===== config.mk =====
export PLATFORM = sky130hd
export DESIGN_NAME = usb_dma_ctl
export DESIGN_NICKNAME = d
export VERILOG_FILES = /design/src/rtl/usbdma_pkg.sv /design/src/rtl/usbdma_regs.sv /design/src/rtl/usbdma_xfer.sv /design/src/rtl/usb_dma_ctl.sv
export SDC_FILE = /design/constraint.sdc
export NUM_CORES = 1
export LEC_CHECK = 0
export ABC_AREA = 1
export BUFFER_PORTS_ARGS = -buffer_cell sky130_fd_sc_hd__clkbuf_2
export CAP_MARGIN = 15
export CORE_ASPECT_RATIO = 0.5
export CORE_MARGIN = 2
export CORE_UTILIZATION = 55
export CTS_CLUSTER_SIZE = 10
export DETAILED_ROUTE_END_ITERATION = 12
export PLACE_DENSITY = 0.73
export SLEW_MARGIN = 15
export SYNTH_ARGS = -nofsm -noshare
export SYNTH_HDL_FRONTEND = slang
export SYNTH_SLANG_ARGS = --single-unit

===== constraint.sdc =====
create_clock -name clk -period 3.4 [get_ports clk]
set_clock_uncertainty 0.1 [all_clocks]
set_input_delay 0.17 -clock clk [delete_from_list [all_inputs] [get_ports clk]]
set_output_delay 0.17 -clock clk [all_outputs]
set_load 0.02 [all_outputs]

===== src/rtl/usbdma_pkg.sv =====
`timescale 1ns/1ps
// Shared command codes, configuration layout and burst-size decode for the
// USB DMA counter block. Assumes a byte-wide command port.
package usbdma_pkg;
    localparam logic [7:0] CMD_CFG_WR = 8'hF0;
    localparam logic [7:0] CMD_CFG_RD = 8'hF1;
    localparam logic [7:0] CMD_CNT_WR = 8'hF2;
    localparam logic [7:0] CMD_CNT_RD = 8'hF3;

    typedef struct packed {
        logic       cnt_eot_en;
        logic       short_mode;
        logic [3:0] ep_idx;
        logic [1:0] burst_sel;
    } dma_cfg_t;

    // Burst size in bytes for a burst select code
    function automatic logic [4:0] burst_of(input logic [1:0] sel);
        case (sel)
            2'b00:   burst_of = 5'd1;
            2'b01:   burst_of = 5'd4;
            2'b10:   burst_of = 5'd8;
            default: burst_of = 5'd16;
        endcase
    endfunction
endpackage


===== src/rtl/usbdma_regs.sv =====
`timescale 1ns/1ps
// Command decoder and register file. Holds the configuration fields (except
// the enable, which lives in the transfer engine) and the programmed count.
// Assumes at most one of cmd_we / dat_we / dat_re per cycle; cmd_we wins.
module usbdma_regs
    import usbdma_pkg::*;
#(
    parameter int CNT_W = 16
) (
    input  logic             clk,
    input  logic             rst_n,
    input  logic             cmd_we,
    input  logic [7:0]       cmd_code,
    input  logic             dat_we,
    input  logic [7:0]       dat_wdata,
    input  logic             dat_re,
    output logic [7:0]       dat_rdata,
    input  logic             en,
    input  logic [CNT_W-1:0] remaining,
    output dma_cfg_t         cfg,
    output logic [CNT_W-1:0] cnt_prog,
    output logic             en_wr,
    output logic             en_wval
);
    localparam int NB    = CNT_W / 8;
    localparam int PTR_W = $clog2(NB + 2);
    localparam logic [PTR_W-1:0] CFG_LIM = PTR_W'(2);
    localparam logic [PTR_W-1:0] CNT_LIM = PTR_W'(NB);

    logic [7:0]       sel;
    logic [PTR_W-1:0] ptr;
    logic [PTR_W-1:0] lim;
    logic             is_cnt, wr_ok, rd_ok;
    logic [15:0]      cfg_word;

    // Byte limit and accepted-strobe decode for the selected command
    always_comb begin
        is_cnt = (sel == CMD_CNT_WR) || (sel == CMD_CNT_RD);
        lim    = is_cnt ? CNT_LIM : CFG_LIM;
        wr_ok  = !cmd_we && dat_we && (ptr < lim) &&
                 ((sel == CMD_CFG_WR) || (sel == CMD_CNT_WR));
        rd_ok  = !cmd_we && dat_re && (ptr < lim) &&
                 ((sel == CMD_CFG_RD) || (sel == CMD_CNT_RD));
        en_wr  = wr_ok && (sel == CMD_CFG_WR) && (ptr == '0);
        en_wval = dat_wdata[3];
    end

    // Track the selected command and the byte pointer within it
    always_ff @(posedge clk) begin
        if (!rst_n) begin
            sel <= '0;
            ptr <= '0;
        end else if (cmd_we) begin
            sel <= cmd_code;
            ptr <= '0;
        end else if (wr_ok || rd_ok) begin
            ptr <= ptr + 1'b1;
        end
    end

    // Store configuration fields and programmed count bytes
    always_ff @(posedge clk) begin
        if (!rst_n) begin
            cfg      <= '0;
            cnt_prog <= '0;
        end else if (wr_ok) begin
            if (sel == CMD_CFG_WR) begin
                if (ptr == '0) begin
                    cfg.ep_idx    <= dat_wdata[7:4];
                    cfg.burst_sel <= dat_wdata[1:0];
                end else begin
                    cfg.cnt_eot_en <= dat_wdata[7];
                    cfg.short_mode <= dat_wdata[6];
                end
            end else begin
                cnt_prog[8*ptr +: 8] <= dat_wdata;
            end
        end
    end

    // Build read-back data for the current byte
    always_comb begin
        cfg_word = {cfg.cnt_eot_en, cfg.short_mode, 6'b0, cfg.ep_idx,
                    en, 1'b0, cfg.burst_sel};
        dat_rdata = 8'h00;
        if (sel == CMD_CFG_RD && ptr < CFG_LIM)
            dat_rdata = cfg_word[8*ptr +: 8];
        else if (sel == CMD_CNT_RD && ptr < CNT_LIM)
            dat_rdata = remaining[8*ptr +: 8];
    end


    cnt_lo_chk: assert property (@(posedge clk) disable iff (!rst_n)
        (!cmd_we && dat_we && sel == CMD_CNT_WR && ptr == '0)
        |=> (cnt_prog[7:0] == $past(dat_wdata)));


    rsvd_ro_chk: assert property (@(posedge clk) disable iff (!rst_n)
        (sel == CMD_CFG_RD && ptr == PTR_W'(1)) |-> (dat_rdata[5:0] == 6'b0));
endmodule


===== src/rtl/usbdma_xfer.sv =====
`timescale 1ns/1ps
// Transfer engine: owns the enable and the working down-counter, tracks the
// position inside a burst and decides end of transfer. Assumes byte_ack is
// only meaningful while dma_req is high.
module usbdma_xfer
    import usbdma_pkg::*;
#(
    parameter int CNT_W = 16
) (
    input  logic             clk,
    input  logic             rst_n,
    input  dma_cfg_t         cfg,
    input  logic [CNT_W-1:0] cnt_prog,
    input  logic             en_wr,
    input  logic             en_wval,
    input  logic             byte_ack,
    input  logic             short_pkt,
    input  logic             ep_is_out,
    input  logic             bus_reset,
    output logic             en,
    output logic [CNT_W-1:0] remaining,
    output logic             dma_req,
    output logic [4:0]       burst_bytes,
    output logic             burst_last,
    output logic             eot
);
    logic [3:0] bpos;
    logic [4:0] bsize, room;
    logic       short_hit, eot_cond;

    // Request, burst window and end-of-transfer decode
    always_comb begin
        bsize     = burst_of(cfg.burst_sel);
        room      = bsize - {1'b0, bpos};
        dma_req   = en && ((remaining != '0) || !cfg.cnt_eot_en);
        if (!dma_req)
            burst_bytes = 5'd0;
        else if (cfg.cnt_eot_en && (remaining < CNT_W'(room)))
            burst_bytes = remaining[4:0];
        else
            burst_bytes = room;
        burst_last = (burst_bytes == 5'd1);
        short_hit  = cfg.short_mode && ep_is_out && short_pkt;
        eot_cond   = en && ((cfg.cnt_eot_en && remaining == '0) || short_hit);
    end

    // Enable, working count, burst position and eot pulse
    always_ff @(posedge clk) begin
        if (!rst_n) begin
            en        <= 1'b0;
            remaining <= '0;
            bpos      <= '0;
            eot       <= 1'b0;
        end else begin
            eot <= 1'b0;
            if (bus_reset) begin
                en   <= 1'b0;
                bpos <= '0;
            end else if (en_wr) begin
                en <= en_wval;
                if (en_wval) begin
                    remaining <= cnt_prog;
                    bpos      <= '0;
                end
            end else if (eot_cond) begin
                en   <= 1'b0;
                eot  <= 1'b1;
                bpos <= '0;
            end else if (dma_req && byte_ack) begin
                if (remaining != '0)
                    remaining <= remaining - 1'b1;
                bpos <= burst_last ? 4'd0 : bpos + 4'd1;
            end
        end
    end


    cnt_eot_chk: assert property (@(posedge clk) disable iff (!rst_n)
        (en && cfg.cnt_eot_en && remaining == '0 && !bus_reset && !en_wr)
        |=> (eot && !en));


    short_eot_chk: assert property (@(posedge clk) disable iff (!rst_n)
        (en && cfg.short_mode && ep_is_out && short_pkt && !bus_reset && !en_wr)
        |=> (eot && !en));


    bus_rst_chk: assert property (@(posedge clk) disable iff (!rst_n)
        bus_reset |=> (!en && !eot && $stable(remaining)));


    dec_one_chk: assert property (@(posedge clk) disable iff (!rst_n)
        (dma_req && byte_ack && remaining != '0 && !bus_reset && !en_wr && !eot_cond)
        |=> (remaining == $past(remaining) - 1'b1));


    trunc_chk: assert property (@(posedge clk) disable iff (!rst_n)
        dma_req |-> (burst_bytes != 5'd0 &&
                     (!cfg.cnt_eot_en || CNT_W'(burst_bytes) <= remaining)));


    reload_chk: assert property (@(posedge clk) disable iff (!rst_n)
        (en_wr && en_wval && !bus_reset) |=> (en && remaining == $past(cnt_prog)));
endmodule


===== src/rtl/usb_dma_ctl.sv =====
`timescale 1ns/1ps
// Top of the USB endpoint DMA byte counter and burst controller. Joins the
// register/command block with the transfer engine. Assumes CNT_W is a
// multiple of 8.
module usb_dma_ctl
    import usbdma_pkg::*;
#(
    parameter int CNT_W = 16
) (
    input  logic       clk,
    input  logic       rst_n,
    input  logic       cmd_we,
    input  logic [7:0] cmd_code,
    input  logic       dat_we,
    input  logic [7:0] dat_wdata,
    input  logic       dat_re,
    output logic [7:0] dat_rdata,
    input  logic       byte_ack,
    input  logic       short_pkt,
    input  logic       ep_is_out,
    input  logic       bus_reset,
    output logic       dma_req,
    output logic [4:0] burst_bytes,
    output logic       burst_last,
    output logic       eot,
    output logic [3:0] dma_ep
);
    dma_cfg_t         cfg;
    logic [CNT_W-1:0] cnt_prog, remaining;
    logic             en, en_wr, en_wval;

    usbdma_regs #(.CNT_W(CNT_W)) u_regs (
        .clk(clk), .rst_n(rst_n), .cmd_we(cmd_we), .cmd_code(cmd_code),
        .dat_we(dat_we), .dat_wdata(dat_wdata), .dat_re(dat_re),
        .dat_rdata(dat_rdata), .en(en), .remaining(remaining), .cfg(cfg),
        .cnt_prog(cnt_prog), .en_wr(en_wr), .en_wval(en_wval)
    );

    usbdma_xfer #(.CNT_W(CNT_W)) u_xfer (
        .clk(clk), .rst_n(rst_n), .cfg(cfg), .cnt_prog(cnt_prog),
        .en_wr(en_wr), .en_wval(en_wval), .byte_ack(byte_ack),
        .short_pkt(short_pkt), .ep_is_out(ep_is_out), .bus_reset(bus_reset),
        .en(en), .remaining(remaining), .dma_req(dma_req),
        .burst_bytes(burst_bytes), .burst_last(burst_last), .eot(eot)
    );

    // Endpoint index is a plain view of the configuration field
    assign dma_ep = cfg.ep_idx;
endmodule


==> metrics.md, run 1 <==
| Metric | Value |
|---|---|
| Cell with the largest stage delay on the worst path | `dfxtp_2` |
| Post-synth net total | `576` |
| Most instantiated flip-flop cell in the synthesis netlist | `dfxtp_1` |
| Number of cells traversed by the worst register-to-register path | `18` |
| Count of cell instances traversed by the critical path | `18` |
| Initial standard-cell utilization of the core | `a little under three fifths` |
| Global routing usage summed across all routing layers | `28.3%` |
| Worst reg2reg path startpoint | `u_regs.cfg[1]` |
| Worst setup startpoint | `u_regs.cfg[1]` |
| Unique cell type count in the Yosys netlist | `36` |
| Height of the die | `60.5 um` |
| Critical path's top delay family | `simple AND/OR/NAND/NOR gates` |
| Headroom to the max-slew limit | `a little over a third` |
| Logic gate share of total power | `4.6%` |
| Pin count of the biggest net entering global routing | `33` |
| Hold Worst Slack | `-0.000499 ns` |
| WL per Instance | `14.3 um` |
| Remaining antenna violation count after routing | `0` |
| # clock sinks | `56` |
| Top cells by area, synth | `dfxtp_1, nand2_1, inv_1, a21oi_1, o21ai_0` |
| CP arrival | `around 3 ns` |
| Peak supply drop | `0.189 mV` |
| Post-synthesis async set-or-reset flop share | `0%` |
| Initial antenna violation count | `0` |
| Wire length of the first global-routing pass | `15.3 mm` |
| Final setup violation count | `0` |
| Leak Pwr | `1.85 nW` |
| Iter 0 DRT Violations | `320` |
| Share of the clock period used by the worst path after layout | `93.8%` |
| RSZ-0062 raised after global routing | `no` |
| Clock root buffer | `clkbuf_16` |
| Number of vias in the routed layout | `3573` |
| Area of the multi-input gates | `2010 um2` |
| Met3 Usage GRT | `6.39%` |
| Run status | `complete, but fails checks` |
| Final sum of negative setup slack | `0 ns` |
| Post-CTS clock slew at the launch and capture registers of the worst setup and hold paths | `0.07 ns` |
| # Max-Cap Violations | `0` |
| Longest Clk Path Bufs | `2` |
| Remaining global-route overflow | `0` |
| Relative contribution of the clock network to total power | `between 40% and 50%` |
| Routing usage on met1 | `42.5%` |
| FF-to-FF setup slack | `0.62 ns` |
| First-pass detailed-route iteration total | `5` |
| Vias in the first global route | `3046` |
| Core area | `6130 um2` |
| Largest fanout of any net on the critical path | `6` |
| Startpoint types | `register` |
| Synth-to-layout area growth | `14.0%` |
| Post-detailed-routing wire length | `9.48 mm` |
| Worst Setup Path Type | `reg2out` |
| Sequential share of power | `48.8%` |
| Net total in the final layout | `613` |
| Worst EP required | `3.13 ns` |
| Fill cell instance count of the final layout | `609` |
| Diodes inserted | `0` |
| Sequence of cells on the critical path | `inv_1 -> nand2_1 -> ha_1 -> inv_1 -> ha_1 -> nand3_1 -> nand2_1 -> xnor2_1 -> ha_1 -> inv_1 -> nand3_1 -> nor3_4 -> nand2_2 -> nand2_1 -> nand3_1 -> nand3_2 -> nor2_1 -> buf_2` |
| Termination of the worst setup path | `burst_last` |
| Number of instances in the synthesized netlist | `538` |
| Post-synthesis area per instance | `6.53 um2` |
| Most Crowded Layer GR | `met1` |
| Met2 Use GR | `a little over two fifths` |
| Largest area contributor in the synthesized netlist | `dfxtp_1` |
| Violated checks | `hold timing` |
| Proportion of layout cells with a drive suffix above 1 | `13.7%` |
| Via density per instance | `5.38` |
| Number of top-level design ports | `between 40 and 50` |
| Count of flip-flops with a built-in enable after synthesis | `0` |
| Number of buffers added on ports | `44` |
| Final hold violation count | `1` |
| Worst-skew pair later-pin latency | `0.30 ns` |
| Sw frac | `a little over a fifth` |
| Number of H-tree branching levels | `2` |
| Area occupied by registers | `1120 um2` |
| Internal power of the cells | `0.00107 W` |
| Total DRC errors in the routed layout | `0` |
| Worst Setup End Kind | `output port` |
| Kind of path behind the tightest hold check | `in2reg` |
| Min Tclk post-route | `3.19 ns` |
| Die W | `approximately 120 um` |
| Synthesized area | `3510 um2` |
| Fin. max-slew vios | `0` |
| Sw power | `a little under 0.0003 W` |
| CP max stage delay | `0.36 ns` |
| Timing-limited maximum frequency | `0.313 GHz` |
| Placer's final routability congestion estimate | `0.926` |
| Top cell type's share of synthesized area | `31.9%` |
| Number of placement rows | `20` |
| Pwr dens | `341 nW/um2` |
| CTS tree | `yes` |
| Share of the core filled with cells | `65.3%` |
| Actual slew at the worst max-slew pin | `0.943 ns` |
| TritonCTS buffer count | `5` |
| Yosys warning count | `0` |
| HPWL after DPL | `about 7 mm` |
| Die footprint | `7080 um2` |
| Combined buffer and inverter count along the critical path | `4` |
| Sequential fraction of the synthesis area | `31.9%` |
| Destination of the worst register-to-register timing path | `u_xfer.bpos[1]` |
| #FFs+latches synth | `between 50 and 60` |
[through the flow]
| stage | cells | instance area, um2 | setup slack [ns] | power [W] |
|---|---|---|---|---|
| floorplan | 538 | 3510 | 0.432 | 0.000716 |
| finish | 664 | 4000 | 0.210 | 0.00136 |
| global route | 664 | 4000 | 0.00731 | 0.00141 |
| CTS | 664 | 3990 | 0.0796 | 0.00137 |
| detailed placement | 652 | 3760 | 0.417 | 0.000740 |
| global placement | 652 | 3760 | 0.460 | 0.000739 |
[per-layer routing]
metal | share of wire (%) | vias up | wire length (um)
met3 | 8.2 | 12 | 774
met4 | 0.86 | 0 | 82
met5 | 0 | - | 0
met2 | 42 | 128 | 3990
met1 | 49 | 1604 | 4630
li1 | - | 1829 | -
[placed cells by master, fill, tap and decap left out, types with 2 or more instances in the layout]
master,instances
dfxtp_2,2
clkbuf_16,5
nor3_1,5
nor2_1,66
o21ai_0,51
a211oi_1,7
buf_4,5
dfxtp_1,54
nor2_2,5
a21oi_1,52
nand3_1,43
xnor2_1,3
inv_1,74
nand2_2,5
ha_1,13
a32o_1,2
nand3_2,2
clkbuf_2,43
xor2_1,7
a22o_1,2
dlygate4sd3_1,4
clkbuf_8,2
o211ai_1,4
nand4_1,3
o21bai_1,5
a31oi_1,2
nor3_4,3
nand2_1,94
[flip-flops by register name, indices dropped and copies added (netlist names)]
register and flops:
u_xfer.remaining 16, u_xfer.bpos 4, u_regs.sel 8, u_regs.cnt_prog 16, u_regs.cfg 8, u_regs.ptr 2
u_xfer.eot 1, u_xfer.en 1
[cell families after synthesis]
| group | synth area share (%) |
|---|---|
| buffers and inverters | 11.4 |
| DFF | 31.9 |
| AOI/OAI and AO/OA | 20.0 |
| xor gates and xnor gates | 2.49 |
| adders and majority gates | 4.63 |
| and+or+nand+nor | 29.6 |
[cell type report]
| class | count | area share, % |
|---|---|---|
| flip-flops and latches | 56 | 28.1 |
| multi-input cells | 384 | 50.2 |
| repair buffers | 53 | 7.44 |
| inverters | 75 | 7.03 |
| clock buffers | 7 | 3.81 |
| well taps | 88 | 2.75 |
| clock inverters | 1 | 0.750 |
[tightest hold or removal path: stages]
cell	delay [ns]
clkbuf_2	0.08
nor2_1	0.04
nor2_1	0.08
[what timing repair did]
action	4_1_cts	5_1_grt
resized for setup	0	8
setup endpoints to repair	0	1
hold buffers	4	0
endpoints found under the hold margin	4	0
setup buffers	0	0
[synth_stat cells (2+ instances only)]
cell type and count:
nor2_2 4, nand3_1 44, ha_1 13, dfxtp_1 56, nand2_2 3, o211ai_1 4, clkbuf_1 13, a211oi_1 7
inv_1 74, o21bai_1 5, buf_2 4, nand4_1 3, nor3_1 5, nor2_1 67, nor3_4 3, xnor2_1 3
a32o_1 2, xor2_1 7, a22o_1 2, a21oi_1 53, a31oi_1 2, buf_4 5, nand2_1 96, o21ai_0 51
[worst min-delay path by stage]
| stage | from | end | slack [ns] | cells past startpoint |
|---|---|---|---|---|
| finish | cmd_code[7] | u_regs.sel[7] | -0.0005 | 3 |
| global route | cmd_code[7] | u_regs.sel[7] | 0.001 | 3 |
| floorplan | cmd_code[2] | u_regs.sel[2] | 0.20 | 2 |
| detailed placement | cmd_code[5] | u_regs.sel[5] | 0.30 | 3 |
| global placement | cmd_code[4] | u_regs.sel[4] | 0.29 | 3 |
| CTS | cmd_code[7] | u_regs.sel[7] | 0.00002 | 3 |
[power groups by stage]
stage	clock, W	sequential (W)	combinational (W)
2_1_floorplan	0	0.000680	0.0000356
3_3_place_gp	0	0.000681	0.0000583
3_5_place_dp	0	0.000681	0.0000584
4_1_cts	0.000637	0.000666	0.0000622
5_1_grt	0.000672	0.000667	0.0000708
6_report	0.000636	0.000666	0.0000627
(Power assumes the default switching activity.)
==> run 2, diff against run 1 <==
--- a/config.mk
+++ b/config.mk
@@ -10,10 +10,10 @@
 export CAP_MARGIN = 15
 export CORE_ASPECT_RATIO = 0.5
 export CORE_MARGIN = 2
-export CORE_UTILIZATION = 55
+export CORE_UTILIZATION = 44
 export CTS_CLUSTER_SIZE = 10
 export DETAILED_ROUTE_END_ITERATION = 12
-export PLACE_DENSITY = 0.73
+export PLACE_DENSITY = 0.6
 export SLEW_MARGIN = 15
 export SYNTH_ARGS = -nofsm -noshare
 export SYNTH_HDL_FRONTEND = slang
==> run 2 against run 1 <==
Net effect:
- the flow now finishes without violations
- fmax barely moved
- setup slack barely moved
- combinational power rose by 3.5%
- total power fell by 7.9%
- via count fell by 0.78%
- count of clock-buffer cells in the layout fell by 1
- die area rose by 24%
- register-to-register slack got worse by 0.05 ns
- critical path depth fell by 1
- critical path type unchanged
- critical endpoint unchanged
- highest routed layer unchanged
==> metrics.md, run 2 (synthesis results as in run 1) <==
| Metric | Value |
|---|---|
| Run status | `complete, no violations` |
| Number of placement rows | `22 (+10%)` |
| Most frequent cells in the layout | `nand2_1, inv_1, nor2_1` |
| Combined buffer and inverter count along the critical path | `4 (unchanged)` |
| Cell depth of the worst min-delay path | `3 (unchanged)` |
| Fin. max-slew vios | `0 (unchanged)` |
| Number of H-tree branching levels | `2 (unchanged)` |
| Number of top-level design ports | `45 (unchanged)` |
| Initial standard-cell utilization of the core | `46.6% (-11 points)` |
| Share of the clock period used by the worst path after layout | `93.8% (about the same)` |
| CP arrival | `2.92 ns (about the same)` |
| Die footprint | `8760 um2 (+24%)` |
| Sequence of cells on the critical path | `inv_1 -> nand2_1 -> ha_1 -> inv_1 -> ha_1 -> nand3_1 -> nand2_1 -> xnor2_1 -> ha_1 -> inv_1 -> nand3_1 -> nor3_4 -> a21oi_1 -> nor2_1 -> nand3_2 -> nor2_1 -> clkbuf_2` |
| Destination of the worst register-to-register timing path | `u_xfer.bpos[1]` |
| Sw power | `0.000294 W (+1.4%)` |
| Clock root buffer | `clkbuf_16` |
| Final hold violation count | `0 (-1)` |
| Final setup violation count | `0 (unchanged)` |
| Remaining global-route overflow | `0 (unchanged)` |
| Pwr dens | `311 nW/um2 (-8.6%)` |
| Vias in the first global route | `3128 (+2.7%)` |
| Worst-skew pair later-pin latency | `0.30 ns (about the same)` |
| Worst EP required | `3.13 ns (about the same)` |
| Placed Area | `3810 um2 (+1.3%)` |
| Remaining antenna violation count after routing | `0 (unchanged)` |
| FF-to-FF setup slack | `0.57 ns (-0.05 ns)` |
| Share of the core filled with cells | `53.5% (-12 points)` |
| Min Tclk post-route | `3.19 ns (-0.000303 ns)` |
| Final sum of negative setup slack | `0 ns (unchanged)` |
| Cell with the largest stage delay on the worst path | `dfxtp_2` |
| Startpoint types | `register` |
| Commonest non-fill, non-tap cell in the layout | `nand2_1` |
| TritonCTS buffer count | `5 (unchanged)` |
| Logic gate share of total power | `5.2% (+0.6 points)` |
| Sw frac | `23.4% (+2.1 points)` |
| Net total in the final layout | `619 (+0.98%)` |
| WL per Instance | `14.6 um (+2.3%)` |
| Worst Setup End Kind | `output port` |
| Internal power of the cells | `0.000963 W (-10%)` |
| Timing-limited maximum frequency | `0.313 GHz (about the same)` |
| Pin count of the biggest net entering global routing | `33 (unchanged)` |
| Sequential share of power | `53.0% (+4.2 points)` |
| Leak Pwr | `1.85 nW (+0.30%)` |
| Critical path's top delay family | `simple AND/OR/NAND/NOR gates` |
| Number of buffers added on ports | `44 (unchanged)` |
| Number of cells traversed by the worst register-to-register path | `17 (-1)` |
| Initial antenna violation count | `0 (unchanged)` |
| Global routing usage summed across all routing layers | `24.1% (-4.2 points)` |
| HPWL after DPL | `7.56 mm (+7.5%)` |
| Iter 0 DRT Violations | `297 (-7.2%)` |
| Kind of path behind the tightest hold check | `in2reg` |
| Startpoint of the worst hold path | `dat_wdata[5]` |
| Core area | `7540 um2 (+23%)` |
| Worst setup slack after placement | `0.501 ns (+0.0837 ns)` |
| RSZ-0062 raised after global routing | `no` |
| Longest Clk Path Bufs | `2 (unchanged)` |
| # clock sinks | `56 (unchanged)` |
| Wire length of the first global-routing pass | `16.0 mm (+4.3%)` |
| Worst Setup Path Type | `reg2out` |
| Proportion of layout cells with a drive suffix above 1 | `13.7% (+0.030 points)` |
| Headroom to the max-slew limit | `54.0% (+17 points)` |
| Registers with the most flip-flops | `u_regs.cnt_prog (16), u_xfer.remaining (16)` |
| Setup slack after layout | `0.210 ns (+0.000303 ns)` |
| CTS tree | `yes` |
| Placer's final routability congestion estimate | `0.895 (-3.3%)` |
| Post-CTS clock slew at the launch and capture registers of the worst setup and hold paths | `0.07 ns (about the same)` |
| CP max stage delay | `0.35 ns (about the same)` |
| First-pass detailed-route iteration total | `5 (unchanged)` |
| Actual slew at the worst max-slew pin | `0.690 ns (-0.253 ns)` |
| Relative contribution of the clock network to total power | `41.9% (-4.7 points)` |
| Via density per instance | `5.14 (-4.5%)` |
| Total DRC errors in the routed layout | `0 (unchanged)` |
| Diodes inserted | `0 (unchanged)` |
| # Max-Cap Violations | `0 (unchanged)` |
| Peak supply drop | `0.228 mV (+21%)` |
| Post-detailed-routing wire length | `10.1 mm (+6.3%)` |
| Largest fanout of any net on the critical path | `6 (unchanged)` |
| Synth-to-layout area growth | `14.9%` |
| Number of vias in the routed layout | `3545 (-0.78%)` |
| Worst reg2reg path startpoint | `u_regs.cfg[1]` |
| Post-route standard cell area excluding fillers | `4040 um2 (+0.78%)` |
| Height of the die | `67.2 um (+11%)` |
| Worst Hold End | `u_regs.cfg[3]` |
| Die W | `130 um (+11%)` |
## run 2: through the flow
step	hold WS (ns)	instances	power, W
after floorplan	0.205	538	0.000716
after global placement	0.291	675	0.000740
after detailed placement	0.298	675	0.000740
after CTS	0.0247	689	0.00126
after global routing	0.0477	690	0.00130
final	0.0319	690	0.00126
## run 2: per-layer routing
layer  part of all wire (%)  up-vias  GRT usage, %
li1                       -     1843             -
met1                     51     1578          34.5
met2                     42      117          38.4
met3                    6.7        7          5.15
met4                   0.67        0          3.99
met5                      0        -             0
## run 2: how the worst max path moves through the flow
stage	startpoint	to	slack (ns)	depth (start not counted)
floorplan	u_regs.cfg[0]	burst_last	0.43	16
global placement	u_regs.cfg[0]	burst_last	0.61	17
detailed placement	u_regs.cfg[0]	burst_last	0.50	18
CTS	u_regs.cfg[0]	burst_last	0.16	18
global route	u_regs.cfg[1]	burst_last	0.02	17
finish	u_regs.cfg[1]	burst_last	0.21	17
## run 2: worst register-to-register path: stages (launching register included)
cell and delay, ns:
dfxtp_2 0.35, inv_1 0.07, nand2_1 0.07, ha_1 0.16
inv_1 0.05, ha_1 0.21, nand3_1 0.08, nand2_1 0.07
xnor2_1 0.14, ha_1 0.19, inv_1 0.08, nand3_1 0.13
nor3_4 0.33, a21oi_1 0.12, nor2_1 0.17, nand3_2 0.13
o21bai_1 0.20, a21oi_1 0.08
## run 2: area by class of cell
cell class                 count  area, um2
sequential                    56       1120
multi-input combinational    384       2000
timing repair buffer          59        348
fill                         791       3510
clock inverter                 2       16.3
clock buffer                   6        129
inverter                      75        282
tap                          108        135
## run 2: repair_timing
item                                   CTS  global route
endpoints found under the hold margin    6             0
setup endpoints to repair                0             1
setup buffers                            0             1
hold buffers                             6             0
resized for setup                        0             5
## run 2: power by group through the flow
| stage | Clock (W) | Combinational (W) | Sequential (W) |
|---|---|---|---|
| floorplan | 0 | 0.0000356 | 0.000680 |
| global placement | 0 | 0.0000587 | 0.000681 |
| detailed placement | 0 | 0.0000587 | 0.000681 |
| CTS | 0.000532 | 0.0000644 | 0.000665 |
| global route | 0.000557 | 0.0000732 | 0.000666 |
| finish | 0.000526 | 0.0000649 | 0.000666 |
